==> src/rtl/irq_route_pkg.sv <==
package irq_route_pkg;
  localparam int unsigned MASK_BIT  = 31;
  localparam int unsigned ACT_BIT   = 30;
  localparam int unsigned MODE_BIT  = 29;
  localparam int unsigned SENSE_BIT = 22;
  localparam int unsigned PRIO_LO   = 16;
  localparam int unsigned PRIO_HI   = 20;
  localparam logic [31:0] CTL_RST   = 32'hA000_0000;
  localparam logic [31:0] ACT_MASK  = 32'h4000_0000;
  localparam logic [31:0] DST_HI    = 32'hC000_0000;
endpackage

==> src/rtl/irq_src_slot.sv <==
module irq_src_slot
  import irq_route_pkg::*;
#(
  parameter int unsigned N_TGT = 4,
  parameter int unsigned TGT_W = 2
) (
  input  logic             clk_i,
  input  logic             rst_ni,
  input  logic             irq_i,
  input  logic             ctl_we_i,
  input  logic             dst_we_i,
  input  logic [31:0]      wdata_i,
  input  logic             accept_i,
  input  logic             last_we_i,
  input  logic [TGT_W-1:0] last_i,
  output logic [31:0]      ctl_o,
  output logic [31:0]      dst_o,
  output logic             pend_o,
  output logic [TGT_W-1:0] last_o,
  output logic             trig_o
);
  localparam logic [31:0] DST_KEEP = DST_HI | ((32'd1 << N_TGT) - 32'd1);

  logic             irq_q, pend_q;
  logic [31:0]      ctl_q, ctl_d, dst_q;
  logic [TGT_W-1:0] last_q;
  logic             level;

  assign level = ctl_q[SENSE_BIT];

  always_comb begin
    ctl_d = ctl_q;
    if (ctl_we_i) ctl_d = (wdata_i & ~ACT_MASK) | (ctl_q & ACT_MASK);
    if (level && !irq_i) ctl_d[ACT_BIT] = 1'b0;
    else if (accept_i)   ctl_d[ACT_BIT] = 1'b1;
  end

  always_ff @(posedge clk_i or negedge rst_ni) begin
    if (!rst_ni) begin
      irq_q  <= 1'b0;
      pend_q <= 1'b0;
      ctl_q  <= CTL_RST;
      dst_q  <= '0;
      last_q <= '0;
    end else begin
      irq_q <= irq_i;
      ctl_q <= ctl_d;
      if (dst_we_i) dst_q <= wdata_i & DST_KEEP;
      if (level)                  pend_q <= irq_i;
      else if (irq_i && !irq_q)   pend_q <= 1'b1;
      else if (accept_i)          pend_q <= 1'b0;
      if (last_we_i) last_q <= last_i;
    end
  end

  assign trig_o = (irq_i != irq_q) | ctl_we_i | dst_we_i;
  assign ctl_o  = ctl_q;
  assign dst_o  = dst_q;
  assign pend_o = pend_q;
  assign last_o = last_q;

  AST_ACT_READONLY: assert property (@(posedge clk_i) disable iff (!rst_ni)
    (ctl_we_i && !accept_i && !(level && !irq_i)) |=> (ctl_q[ACT_BIT] == $past(ctl_q[ACT_BIT])));
  AST_LEVEL_TRACK: assert property (@(posedge clk_i) disable iff (!rst_ni)
    level |=> (pend_q == $past(irq_i)));
  AST_LAST_ENABLED: assert property (@(posedge clk_i) disable iff (!rst_ni)
    last_we_i |-> dst_q[last_i]);
endmodule

==> src/rtl/irq_pick.sv <==
module irq_pick #(
  parameter int unsigned N     = 16,
  parameter int unsigned IDX_W = 4
) (
  input  logic [N-1:0]     req_i,
  output logic             vld_o,
  output logic [IDX_W-1:0] idx_o
);
  always_comb begin
    vld_o = |req_i;
    idx_o = '0;
    for (int i = N - 1; i >= 0; i--) begin
      if (req_i[i]) idx_o = IDX_W'(i);
    end
  end
endmodule

==> src/rtl/irq_route_tgt.sv <==
module irq_route_tgt #(
  parameter int unsigned N_TGT = 4,
  parameter int unsigned TGT_W = 2
) (
  input  logic [N_TGT-1:0] en_i,
  input  logic             dist_i,
  input  logic [TGT_W-1:0] last_i,
  output logic [N_TGT-1:0] tgt_o,
  output logic             last_we_o,
  output logic [TGT_W-1:0] last_o
);
  always_comb begin
    int idx;
    tgt_o     = '0;
    last_we_o = 1'b0;
    last_o    = last_i;
    idx       = 0;
    if (en_i == (N_TGT'(1) << last_i)) begin
      tgt_o = en_i;
    end else if (!dist_i) begin
      tgt_o = en_i;
    end else begin
      // descending offsets: the nearest enabled target after last_i wins
      for (int off = N_TGT - 1; off >= 1; off--) begin
        idx = int'(last_i) + off;
        if (idx >= int'(N_TGT)) idx = idx - int'(N_TGT);
        if (en_i[idx]) begin
          tgt_o      = '0;
          tgt_o[idx] = 1'b1;
          last_we_o  = 1'b1;
          last_o     = TGT_W'(idx);
        end
      end
    end
  end
endmodule

==> src/rtl/irq_route.sv <==
module irq_route
  import irq_route_pkg::*;
#(
  parameter int unsigned N_SRC = 16,
  parameter int unsigned N_TGT = 4,
  localparam int unsigned SRC_W = (N_SRC > 1) ? $clog2(N_SRC) : 1,
  localparam int unsigned TGT_W = (N_TGT > 1) ? $clog2(N_TGT) : 1
) (
  input  logic                        clk_i,
  input  logic                        rst_ni,
  input  logic [N_SRC-1:0]            irq_i,
  input  logic                        reg_we_i,
  input  logic [SRC_W:0]              reg_addr_i,
  input  logic [31:0]                 reg_wdata_i,
  output logic [31:0]                 reg_rdata_o,
  input  logic [N_SRC-1:0]            accept_i,
  output logic [N_TGT-1:0]            offer_o,
  output logic [N_TGT-1:0][SRC_W-1:0] offer_src_o
);
  logic [31:0]      ctl  [N_SRC];
  logic [31:0]      dst  [N_SRC];
  logic [TGT_W-1:0] last [N_SRC];
  logic [N_SRC-1:0] pend, trig, eval_req_q, sel_oh;
  logic [SRC_W-1:0] addr_src, sel_idx;
  logic             sel_vld, elig;
  logic [31:0]      sel_dst;
  logic             sel_mask, sel_act, sel_mode, sel_pend;
  logic [4:0]       sel_prio;
  logic [TGT_W-1:0] sel_last, route_last;
  logic [N_TGT-1:0] route_tgt;
  logic             route_last_we;

  assign addr_src = reg_addr_i[SRC_W:1];

  for (genvar s = 0; s < N_SRC; s++) begin : g_src
    irq_src_slot #(.N_TGT(N_TGT), .TGT_W(TGT_W)) i_slot (
      .clk_i     (clk_i),
      .rst_ni    (rst_ni),
      .irq_i     (irq_i[s]),
      .ctl_we_i  (reg_we_i && !reg_addr_i[0] && (addr_src == SRC_W'(s))),
      .dst_we_i  (reg_we_i &&  reg_addr_i[0] && (addr_src == SRC_W'(s))),
      .wdata_i   (reg_wdata_i),
      .accept_i  (accept_i[s]),
      .last_we_i (elig && route_last_we && (sel_idx == SRC_W'(s))),
      .last_i    (route_last),
      .ctl_o     (ctl[s]),
      .dst_o     (dst[s]),
      .pend_o    (pend[s]),
      .last_o    (last[s]),
      .trig_o    (trig[s])
    );
  end

  assign reg_rdata_o = reg_addr_i[0] ? dst[addr_src] : ctl[addr_src];

  irq_pick #(.N(N_SRC), .IDX_W(SRC_W)) i_pick (
    .req_i (eval_req_q),
    .vld_o (sel_vld),
    .idx_o (sel_idx)
  );

  always_comb begin
    sel_dst  = dst[sel_idx];
    sel_mask = ctl[sel_idx][MASK_BIT];
    sel_act  = ctl[sel_idx][ACT_BIT];
    sel_mode = ctl[sel_idx][MODE_BIT];
    sel_prio = ctl[sel_idx][PRIO_HI:PRIO_LO];
    sel_pend = pend[sel_idx];
    sel_last = last[sel_idx];
    sel_oh   = sel_vld ? (N_SRC'(1) << sel_idx) : '0;
    elig     = sel_vld && sel_pend && !sel_mask && (sel_prio != '0)
               && !sel_act && (sel_dst != '0);
  end

  irq_route_tgt #(.N_TGT(N_TGT), .TGT_W(TGT_W)) i_tgt (
    .en_i      (sel_dst[N_TGT-1:0]),
    .dist_i    (sel_mode),
    .last_i    (sel_last),
    .tgt_o     (route_tgt),
    .last_we_o (route_last_we),
    .last_o    (route_last)
  );

  always_ff @(posedge clk_i or negedge rst_ni) begin
    if (!rst_ni) begin
      eval_req_q  <= '0;
      offer_o     <= '0;
      offer_src_o <= '0;
    end else begin
      eval_req_q <= (eval_req_q & ~sel_oh) | trig;
      offer_o    <= elig ? route_tgt : '0;
      if (elig) begin
        for (int t = 0; t < int'(N_TGT); t++) offer_src_o[t] <= sel_idx;
      end
    end
  end

  AST_OFFER_IN_DST: assert property (@(posedge clk_i) disable iff (!rst_ni)
    (|offer_o) |-> ((offer_o & ~$past(sel_dst[N_TGT-1:0])) == '0));
  AST_OFFER_QUALIFIED: assert property (@(posedge clk_i) disable iff (!rst_ni)
    (|offer_o) |-> (!$past(sel_mask) && ($past(sel_prio) != '0) && !$past(sel_act)));
  AST_DIST_SINGLE: assert property (@(posedge clk_i) disable iff (!rst_ni)
    (sel_vld && sel_mode) |-> $onehot0(route_tgt));
  AST_REQ_DRAIN: assert property (@(posedge clk_i) disable iff (!rst_ni)
    (sel_vld && !trig[sel_idx]) |=> !eval_req_q[$past(sel_idx)]);
endmodule

==> config.mk <==
export PLATFORM = sky130hd
export DESIGN_NAME = irq_route
export DESIGN_NICKNAME = d
export VERILOG_FILES = /design/src/rtl/irq_route_pkg.sv /design/src/rtl/irq_src_slot.sv /design/src/rtl/irq_pick.sv /design/src/rtl/irq_route_tgt.sv /design/src/rtl/irq_route.sv
export SDC_FILE = /design/constraint.sdc
export NUM_CORES = 1
export LEC_CHECK = 0
export BUFFER_PORTS_ARGS = -buffer_cell sky130_fd_sc_hd__buf_2
export CORE_MARGIN = 4
export CORE_UTILIZATION = 55
export DETAILED_ROUTE_END_ITERATION = 10
export GPL_ROUTABILITY_DRIVEN = 0
export GPL_TIMING_DRIVEN = 0
export PLACE_DENSITY_LB_ADDON = 0.1
export SYNTH_ARGS = -nofsm -noshare
export SYNTH_HDL_FRONTEND = slang
export SYNTH_SLANG_ARGS = --single-unit
==> constraint.sdc <==
create_clock -name clk_i -period 11.5 [get_ports clk_i]
set_input_delay 0.575 -clock clk_i [delete_from_list [all_inputs] [get_ports clk_i]]
set_output_delay 0.575 -clock clk_i [all_outputs]
set_load 0.01 [all_outputs]
=== After elaboration in Yosys (flattened, before gate mapping) ===
Cells that the tools add are included.

* Register bits: 696
* Bits of input ports: 72
* Output and inout bits: 52

* Add/subtract/negate cells: 6
* $lt $le $gt $ge: 12
* Equality and inequality tests: 47
* Shifts and indexed selects: 2
* Multiplexer cells: 171
* Bitwise logic cells: 53
* Reduce and logical (&&, ||, !) cells: 163

{| class="wikitable"
|+ Operator list
! kind !! count
|-
| two-way mux 32 bit || 18
|-
| binary-select mux 32 bit (select 4 bit) || 4
|-
| bitwise OR 32 x 31 -> 32 bit || 16
|-
| two-way mux 31 bit || 16
|-
| >= comparator 32 x 1 -> 1 bit (second input constant) || 3
|-
| >= comparator 32 x 4 -> 1 bit (second input constant) || 3
|-
| less-than comparator 32 x 4 -> 1 bit (second input constant) || 3
|-
| nonzero test 3 bit || 32
|-
| subtractor 32 x 4 -> 32 bit (second input constant) || 3
|-
| two-way mux 1 bit || 95
|-
| logical AND 1 bit || 91
|-
| two-way mux 4 bit || 22
|-
| equality test 4 bit (second input constant) || 16
|-
| zero test 1 bit || 35
|-
| equality test 4 x 3 -> 1 bit (second input constant) || 8
|-
| bitwise OR 1 bit || 32
|-
| nonzero test 32 bit || 1
|-
| bitwise AND 16 bit || 1
|-
| equality test 4 x 2 -> 1 bit (second input constant) || 4
|-
| two-way mux 16 bit || 1
|-
| inequality test 1 bit || 16
|-
| inverter 16 bit || 1
|-
| bitwise OR 16 bit || 1
|-
| OR reduction 16 bit || 1
|-
| other kinds (16) || 31
|}

=== Longest topological paths before layout ===
Gate-level depths: netlist of the first run.

* Depth after elaboration: 35
* Mapped depth: 19

=== Hierarchy ===
From an unflattened synthesis of the first run, not the netlist that was laid out.

* Cell total of the unflattened synthesis: 3102
* Area, all modules: 42047.8 um^2

{| class="wikitable"
|+ Modules (own cells, without submodules)
! module !! times used !! cells an instance !! area each (um^2)
|-
| irq_src_slot || 16 || 121 || 1784.2
|-
| irq_route || 1 || 1061 || 12738.5
|-
| irq_route_tgt || 1 || 71 || 585.6
|-
| irq_pick || 1 || 34 || 176.4
|}

=== Worst setup path before layout of the first run ===
OpenSTA, ideal clock, no wires.

* Path kind: register -> register
* From: register eval_req_q[0]
* To: register g_src[10].i_slot.last_q[1]
* Library setup time: 0.128 ns
* Data arrival time: 4.297 ns
* Required time: 11.372 ns
* Path slack: 7.075 ns
* Cell stages (with the launch flop): 19
* Buffers on the path: 5
* Cells stage by stage: dfrtp_1 or4_1 buf_2 buf_6 a222oi_1 o21ai_1 mux2_2 a211oi_4 buf_4 ha_1 nand2b_1 o22ai_4 a221oi_4 or3_1 and4_1 buf_6 buf_6 nand3_1 mux2_1

* Longest elaborated chain between the ends: 20
* Elaborated cells on any way between the ends: 65

{| class="wikitable"
|+ RTL lines
! element !! RTL line !! RTL
|-
| start, declared || irq_route.sv:23 || <nowiki>logic [N_SRC-1:0] pend, trig, eval_req_q, sel_oh;</nowiki>
|-
| start signal, assigned || irq_route.sv:90 || <nowiki>eval_req_q <= (eval_req_q & ~sel_oh) | trig;</nowiki>
|-
| two-way mux 4 bit || irq_pick.sv:13 || <nowiki>if (req_i[i]) idx_o = IDX_W'(i);</nowiki>
|-
| inverter 4 -> 5 bit (implied by the code) || -- ||
|-
| binary-select mux 2 bit (select 4 bit) || irq_route.sv:69 || <nowiki>sel_last = last[sel_idx];</nowiki>
|-
| two-way mux 2 bit (implied by the code) (2 in series) || irq_route.sv:69 ||
|-
| adder 2 x 2 -> 3 bit || irq_route_tgt.sv:25 || <nowiki>idx = int'(last_i) + off;</nowiki>
|-
| subtractor 32 x 4 -> 32 bit or >= comparator 32 x 4 -> 1 bit (tied branches) || irq_route_tgt.sv:26 || <nowiki>if (idx >= int'(N_TGT)) idx = idx - int'(N_TGT);</nowiki>
|-
| two-way mux 32 bit || irq_route_tgt.sv:26 ||
|-
| two-way mux 32 bit || irq_route_tgt.sv:20 || <nowiki>end else if (!dist_i) begin</nowiki>
|-
| two-way mux 32 bit || irq_route_tgt.sv:18 || <nowiki>if (en_i == (N_TGT'(1) << last_i)) begin</nowiki>
|-
| binary-select mux 1 bit (select 2 bit) || irq_route_tgt.sv:27 || <nowiki>if (en_i[idx]) begin</nowiki>
|-
| two-way mux 1 bit (implied by the code) (2 in series) || irq_route_tgt.sv:27 ||
|-
| two-way mux 1 bit (3 in series) || irq_route_tgt.sv:27 ||
|-
| two-way mux 1 bit || irq_route_tgt.sv:20 ||
|-
| two-way mux 1 bit || irq_route_tgt.sv:18 ||
|-
| logical AND 1 bit (2 in series) || irq_route.sv:44 || <nowiki>.last_we_i (elig && route_last_we && (sel_idx == SRC_W'(s))),</nowiki>
|-
| end signal, assigned || irq_src_slot.sv:52 || <nowiki>if (last_we_i) last_q <= last_i;</nowiki>
|-
| end, declared || irq_src_slot.sv:26 || <nowiki>logic [TGT_W-1:0] last_q;</nowiki>
|}

Several ways; a longest one is shown, not always the timed one. The select of a mux whose other input is x is not followed.
A chain may end at the register's enable or synchronous reset.

=== Worst setup path after layout of the first run ===
* From: register eval_req_q[5]
* To: register g_src[10].i_slot.last_q[1]

* Longest elaborated chain between the ends: 25
* Elaborated cells on any way between the ends: 70

{| class="wikitable"
|+ RTL lines
! element !! RTL line
|-
| two-way mux 4 bit (6 in series) || irq_pick.sv:13
|-
| inverter 4 -> 5 bit (implied by the code) || --
|-
| binary-select mux 2 bit (select 4 bit) || irq_route.sv:69
|-
| two-way mux 2 bit (implied by the code) (2 in series) || irq_route.sv:69
|-
| adder 2 x 2 -> 3 bit || irq_route_tgt.sv:25
|-
| subtractor 32 x 4 -> 32 bit or >= comparator 32 x 4 -> 1 bit (tied branches) || irq_route_tgt.sv:26
|-
| two-way mux 32 bit || irq_route_tgt.sv:26
|-
| two-way mux 32 bit || irq_route_tgt.sv:20
|-
| two-way mux 32 bit || irq_route_tgt.sv:18
|-
| binary-select mux 1 bit (select 2 bit) || irq_route_tgt.sv:27
|-
| two-way mux 1 bit (implied by the code) (2 in series) || irq_route_tgt.sv:27
|-
| two-way mux 1 bit (3 in series) || irq_route_tgt.sv:27
|-
| two-way mux 1 bit || irq_route_tgt.sv:20
|-
| two-way mux 1 bit || irq_route_tgt.sv:18
|-
| logical AND 1 bit (2 in series) || irq_route.sv:44
|}

Several ways; a longest one is shown, not always the timed one. The select of a mux whose other input is x is not followed.

==> results of run 1 <==
sequential cells by signal, summed over array words and instances, names as in the netlist:
register,cells
g_src.i_slot.last_o,32
g_src.i_slot.ctl_o,512
offer_o,4
offer_src_o,4
g_src.i_slot.irq_q,16
g_src.i_slot.pend_o,16
eval_req_q,16
g_src.i_slot.dst_o,96
critical path, delay by kind of cell, from the launching register on:
family | cells | cell delay [ns]
AO/OA/AOI/OAI | 3 | 2.06
buffers and inverters | 5 | 1.99
multiplexers | 1 | 0.40
flip-flops | 1 | 0.46
AND/OR/NAND/NOR | 7 | 1.59
metal layers:
layer  GRT usage  wire, µm  up-vias
met4       0.100      3540        4
met5           0        28        -
met3      0.0854      9050      243
li1            -         -     9307
met2       0.477     46900     1019
met1       0.433     41700    11900
layout by cell type, fill, tap and decap left out, types with 10 or more instances in the layout:
master and instances:
buf_1 58, inv_1 28, a21oi_1 57, nand2b_1 23, dfstp_2 32, buf_4 18
clkbuf_16 79, nand2_1 103, nand3_1 55, o21ai_0 29, nor4_1 20, ha_1 18
nor2_1 93, dfrtp_1 664, nor3_1 18, buf_2 130, nor2b_1 47, nor4b_1 12
mux2_2 627, clkbuf_8 21, mux2i_1 24, clkbuf_1 134, or3_1 10, mux4_2 190
where the power goes:
part | switching, W | internal, W
Clock | 0.00100 | 0.00145
Combinational | 0.000664 | 0.000773
Sequential | 0.000295 | 0.00291
Total | 0.00196 | 0.00513
cell type report:
type	count	area share
antenna	6	0.000395
buffer	197	0.0223
clock buffer	128	0.0623
clock inverter	12	0.00368
inverter	30	0.00296
multi-input combinational	1462	0.402
sequential	696	0.459
tap	782	0.0257
timing repair buffer	130	0.0218
cells by family after synthesis:
| group | after synthesis |
|---|---|
| buffers and inverters | 227 |
| and+or+nand+nor | 425 |
| DFF | 696 |
| xor gates and xnor gates | 2 |
| muxes | 847 |
| AOI/OAI and AO/OA | 170 |
| adders and majority gates | 18 |
through the flow:
step | setup TNS (ns) | util | std cells | hold WS (ns)
after floorplan | 0 | - | 2385 | 0.279
after global placement | -2780.38 | 0.583 | 3285 | 0.479
after detailed placement | 0 | 0.587 | 3294 | 0.489
after CTS | 0 | 0.628 | 3435 | 0.0835
after global routing | 0 | 0.629 | 3438 | 0.0890
final | 0 | 0.629 | 3443 | 0.110
cells in the mapped netlist, types with 6 or more instances:
master | n | area [µm²]
dfrtp_1 | 664 | 16600
mux2_2 | 627 | 7060
mux4_2 | 190 | 4280
clkbuf_1 | 106 | 398
nand2_1 | 103 | 387
nor2_1 | 93 | 349
buf_1 | 59 | 221
a21oi_1 | 57 | 285
nand3_1 | 55 | 275
nor2b_1 | 47 | 294
dfstp_2 | 32 | 841
o21ai_0 | 29 | 145
inv_1 | 28 | 105
mux2i_1 | 24 | 240
nand2b_1 | 23 | 144
nor4_1 | 22 | 138
nor3_1 | 19 | 95.1
ha_1 | 18 | 225
buf_4 | 15 | 113
buf_2 | 13 | 65.1
nor4b_1 | 12 | 105
or3_1 | 10 | 62.6
o311ai_0 | 8 | 70.1
nand4_1 | 7 | 43.8
o41ai_1 | 7 | 61.3
or4_1 | 7 | 52.6
mux2_1 | 6 | 67.6
o211ai_1 | 6 | 45.0
timing repair:
action / CTS / global route
gates resized for setup: 0 / 0
hold buffers: 1 / 0
endpoints found under the setup margin: 0 / 0
hold endpoints to repair: 62 / 0
setup buffers: 0 / 0
final timing paths:
path                                                   end                       start  cells past startpoint
worst max register to register  g_src[10].i_slot.last_o[1]               eval_req_q[5]                     16
worst min-delay path                 g_src[3].i_slot.irq_q                    irq_i[3]                      1
worst min register to register  g_src[10].i_slot.last_o[1]  g_src[10].i_slot.last_o[1]                      1
max in group asynchronous         g_src[6].i_slot.ctl_o[8]                      rst_ni                      4
min in group asynchronous        g_src[1].i_slot.ctl_o[24]                      rst_ni                      2
worst max-delay path            g_src[10].i_slot.last_o[1]               eval_req_q[5]                     16
==> run_results.csv, run 1 <==
group,metric,value,unit
sta,setup_viol_count_final,0,
finish,fillers,4618,
grt,grt_use_total,0.309,
setup_path,cp.required,11.98,ns
floorplanning,fp.dieH,255,µm
grt,grt_pass1_wl,152000,µm
setup_path,critPathArrivalTime,7.11,ns
sta,final.setup_skew,0.0243,ns
synthesis,synth-xor-area-share,0.000520,
synthesis,synth_mux_area_frac,0.346,
placement,io_buffers,118,
sta,min_period_over_period,0.576,
power_and_ir_drop,p_leak,16.6,nW
grt,antenna_found_initial,7,
sta,maxSlewViolCount,0,
setup_path,crit_chain,"nor3_1 -> nand2_1 -> o21ai_1 -> clkbuf_1 -> clkbuf_1 -> nand2_1 -> nand3_1 -> a21oi_1 -> o41ai_1 -> and4b_1 -> clkbuf_1 -> and4_1 -> buf_6 -> buf_6 -> nand3_1 -> mux2_1",
routing,drtAntennaViolNets,0,
sta,worst_slack,4.87,ns
routing,route.detailed.drc,0,
synthesis,synthSimpleGateAreaFrac,0.0654,
clocking,clock_path_buffers,3,
floorplanning,core,0.0605,mm²
clocking,htree_levels,3,
sta,rsz0062_at_grt,"false",
setup_path,cp_slowest_stage_delay,1.20,ns
placement,hpwl,69100,µm
setup_path,cpMostUsedCell,"clkbuf_1",
synthesis,yosysWarnings,0,
flow_run,maxCapViolations,0,
grt,grt_overflow_total,0,
finish,regArea,0.0175,mm²
routing,dr.pass1.iters,9,
finish,nets,2683,
floorplanning,initial_core_util,0.557,
clocking,cts_root_buffer,"clkbuf_16",
synthesis,syn_avg_cell_area,14.1,µm²
routing,dr.first_iter.drc_count,2309,
clocking,cts_made_buffers,76,
placement,dpl_worst_slack,5.39,ns
sta,period_needed,6.63,ns
floorplanning,rows,90,
synthesis,synth_compound_area_frac,0.0350,
grt,grt_start_max_net_pins,127,
clocking,clkTransAtPathRegs,0.06,ns
finish,drive_gt1_frac,0.431,
floorplanning,dieArea,0.0653,mm²
synthesis,synthesis.instances,2385,
synthesis,synth_cell_types,79,
synthesis,synth_edf_count,0,
setup_path,crit_fanout,10,
finish,finalInstanceArea,0.0380,mm²
setup_path,slowest_stage,"o41ai_1",
sta,tightest_slew,1.37,ns
routing,wirelength,101000,µm
setup_path,start_kind,"register",
synthesis,synth_top_family_by_area,"multiplexers",
routing,vias_per_cell,6.52,
min_path,hp-class,"input pin to register",
setup_path,cp-end-kind,"register",
synthesis,synth_area,0.0337,mm²
finish,syn_to_final_growth,12.9,%
synthesis,ys_seq_area_frac,0.518,
status,status,"completed",
setup_path,reg2reg_slack,4.87,ns
power_and_ir_drop,total_power,0.00710,W
grt,grt_pass1_vias,23500,
clocking,cts_sinks,696,
floorplanning,io_pins,124,
finish,multiInputGateArea,0.0153,mm²
clocking,tritoncts,"built",
power_and_ir_drop,ir_drop,0.143,mV
floorplanning,die_w,255,µm
synthesis,synth-seq-cells,696,
synthesis,synth-adder-area-share,0.00669,
synthesis,synthFlopType,"dfrtp_1",
synthesis,ys_async_sr_fraction,1.00,
power_and_ir_drop,p_per_area,187,mW/mm²
placement,place_area,0.0355,mm²
sta,hold_viol_final,0,
synthesis,synth_fp_nets,2475,
routing,via_count,22500,
sta,fmax,151,MHz
routing,avgRoutedWirePerCell,29.4,µm
sta,slew_headroom,0.0754,
setup_path,crit_type,"register to register",
clocking,clock_latency,0.63,ns
(Power assumes the default switching activity.)
==> run 2, diff against run 1 <==
==> constraint.sdc (replaced) <==
create_clock -name clk_i -period 5.65 [get_ports clk_i]
set_input_delay 0.2825 -clock clk_i [delete_from_list [all_inputs] [get_ports clk_i]]
set_output_delay 0.2825 -clock clk_i [all_outputs]
set_load 0.01 [all_outputs]
==> run 2 against run 1 <==
  * Wire length grew 0.89%
  * Core utilization rose by 1.1 points
  * Clock power is 100% higher
  * Global-route usage is 0.26 points higher
  * Power rose by 100%
  * Sequential share of layout area down 0.81 points
  * Count of clock-buffer cells in the layout unchanged
  * Flip-flop and latch count is the same
  * Combinational power rose by 110%
  * Non-clock buffer count increased by 60
  * Via count grew 1.9%
  * Critical path type unchanged
  * Critical endpoint unchanged
==> run_results.csv, run 2 (same netlist as run 1, synthesis figures left out) <==
group,metric,value,unit
finish,final_cell_mix,"dfrtp_1, mux2_2, mux4_2",
setup_path,crit_end,"g_src[10].i_slot.last_o[1]",
setup_path,start_kind,"register",
floorplanning,initial_core_util,0.557,
grt,grt_overflow_total,0,
power_and_ir_drop,p_leak,16.9,nW
clocking,cts_sinks,696,
sta,min_period_over_period,0.975,
sta,final.setup_skew,0.0230,ns
grt,grt_pass1_wl,154000,µm
setup_path,cp-end-kind,"register",
sta,maxSlewViolCount,0,
setup_path,crit_type,"register to register",
grt,grt_use_total,0.312,
placement,io_buffers,118,
clocking,cts_root_buffer,"clkbuf_16",
min_path,hp-class,"input pin to register",
clocking,tritoncts,"built",
setup_path,startpoint,"eval_req_q[7]",
setup_path,crit_fanout,10,
grt,use_met3,0.0837,
setup_path,reg2reg_slack,0.14,ns
setup_path,reg2reg_to,"g_src[10].i_slot.last_o[1]",
sta,hold-worst-slack,0.0122,ns
grt,grt_pass1_vias,23900,
power_and_ir_drop,ir_drop,0.291,mV
setup_path,reg2regPathDepth,17,
setup_path,critPathArrivalTime,6.00,ns
sta,hold_viol_final,0,
clocking,clkTransAtPathRegs,0.06,ns
sta,fmax,182,MHz
grt,top_usage_layer,"met2",
routing,dr.first_iter.drc_count,2364,
routing,drtAntennaViolNets,0,
clocking,htree_levels,3,
status,status,"completed",
clocking,clock_path_buffers,3,
grt,antenna_found_initial,4,
sta,period_needed,5.51,ns
finish,largest_reg_flops,512,
floorplanning,io_pins,124,
routing,dr.pass1.iters,7,
routing,wirelength,102000,µm
placement,hpwl,69100,µm
floorplanning,die_w,255,µm
sta,slew_headroom,0.0630,
floorplanning,dieArea,0.0653,mm²
sta,rsz0062_at_grt,"false",
grt,grtUsageMet1,0.437,
clocking,cts_made_buffers,76,
sta,worst_slack,0.141,ns
floorplanning,rows,90,
finish,syn_to_final_growth,15.0,%
clocking,postCtsSetupRepairBufs,0,
power_and_ir_drop,p_per_area,374,mW/mm²
finish,drive_gt1_frac,0.429,
setup_path,crit-reg2reg-launch,"eval_req_q[7]",
sta,tightest_slew,1.41,ns
floorplanning,core,0.0605,mm²
placement,dpl_worst_slack,-0.456,ns
sta,setup_viol_count_final,0,
flow_run,maxCapViolations,0,
routing,vias_per_cell,6.54,
grt,grt_start_max_net_pins,127,
routing,route.detailed.drc,0,
grt,grt_util_met2,0.484,
setup_path,cp.required,6.14,ns
finish,nets,2743,
floorplanning,fp.dieH,255,µm
finish,final_common_cell,"dfrtp_1",
routing,via_count,22900,
routing,avgRoutedWirePerCell,29.2,µm
clocking,clock_latency,0.63,ns
## run 2: changes by cell type in the layout (fill, tap and decap cells not counted), sizes merged
cell / change
diode: -3
clkbuf: +1
buf: -1
dlygate4sd3: +60
## run 2: stage by stage
| step | util | cells | cell area, µm² | TNS, ns | power (W) |
|---|---|---|---|---|---|
| floorplan | - | 2385 | 33700 | 0 | 0.00845 |
| global placement | 0.583 | 3285 | 35300 | -6658.62 | 0.00932 |
| detailed placement | 0.587 | 3294 | 35500 | -11.11 | 0.00948 |
| CTS | 0.639 | 3495 | 38600 | 0 | 0.0145 |
| global route | 0.640 | 3497 | 38700 | 0 | 0.0151 |
| finish | 0.640 | 3500 | 38700 | 0 | 0.0145 |
## run 2: critical path: stages (launching register included)
cell	delay [ns]
dfrtp_1	0.48
nor3_1	0.43
nand2_1	0.16
o21a_1	0.29
buf_2	0.26
o211ai_1	0.75
o21ai_0	0.17
a211oi_1	0.63
buf_2	0.33
nor4_1	0.13
nand3_1	0.10
and4b_1	0.20
clkbuf_1	0.34
and4_1	0.27
buf_6	0.14
buf_6	0.15
nand3_1	0.14
mux2_1	0.40
## run 2: cell type report
type / instances / area (µm²)
fill: 4537 / 21700
sequential: 696 / 17500
multi-input combinational: 1462 / 15400
clock buffer: 128 / 2370
timing repair buffer: 190 / 1430
tap: 782 / 978
buffer: 197 / 862
clock inverter: 12 / 140
inverter: 30 / 113
antenna: 3 / 7.51
## run 2: worst min-delay path by stage
stage | from | end | cells past startpoint
6_report | reg_wdata_i[1] | g_src[3].i_slot.ctl_o[1] | 2
5_1_grt | reg_wdata_i[1] | g_src[13].i_slot.ctl_o[1] | 2
4_1_cts | reg_wdata_i[1] | g_src[3].i_slot.ctl_o[1] | 2
3_5_place_dp | rst_ni | g_src[1].i_slot.ctl_o[24] | 1
3_3_place_gp | irq_i[0] | g_src[0].i_slot.irq_q | 1
2_1_floorplan | rst_ni | eval_req_q[0] | 0
## run 2: timing repair
action	4_1_cts	5_1_grt
gates resized for setup	9	24
hold buffers	61	0
setup endpoints to repair	32	30
pin swaps	0	0
cloned	0	0
endpoints found under the hold margin	239	0
## run 2: where the power goes
part | internal (W) | switching, W
combinational | 0.00161 | 0.00137
sequential | 0.00593 | 0.000602
clock | 0.00295 | 0.00204
## run 2: layer usage
| metal | vias to the layer above | part of all wire | routed length, µm |
|---|---|---|---|
| li1 | 9434 | - | - |
| met1 | 12100 | 0.41 | 41700 |
| met2 | 1094 | 0.47 | 47700 |
| met3 | 237 | 0.091 | 9280 |
| met4 | 4 | 0.034 | 3470 |
| met5 | - | 0.00028 | 29 |
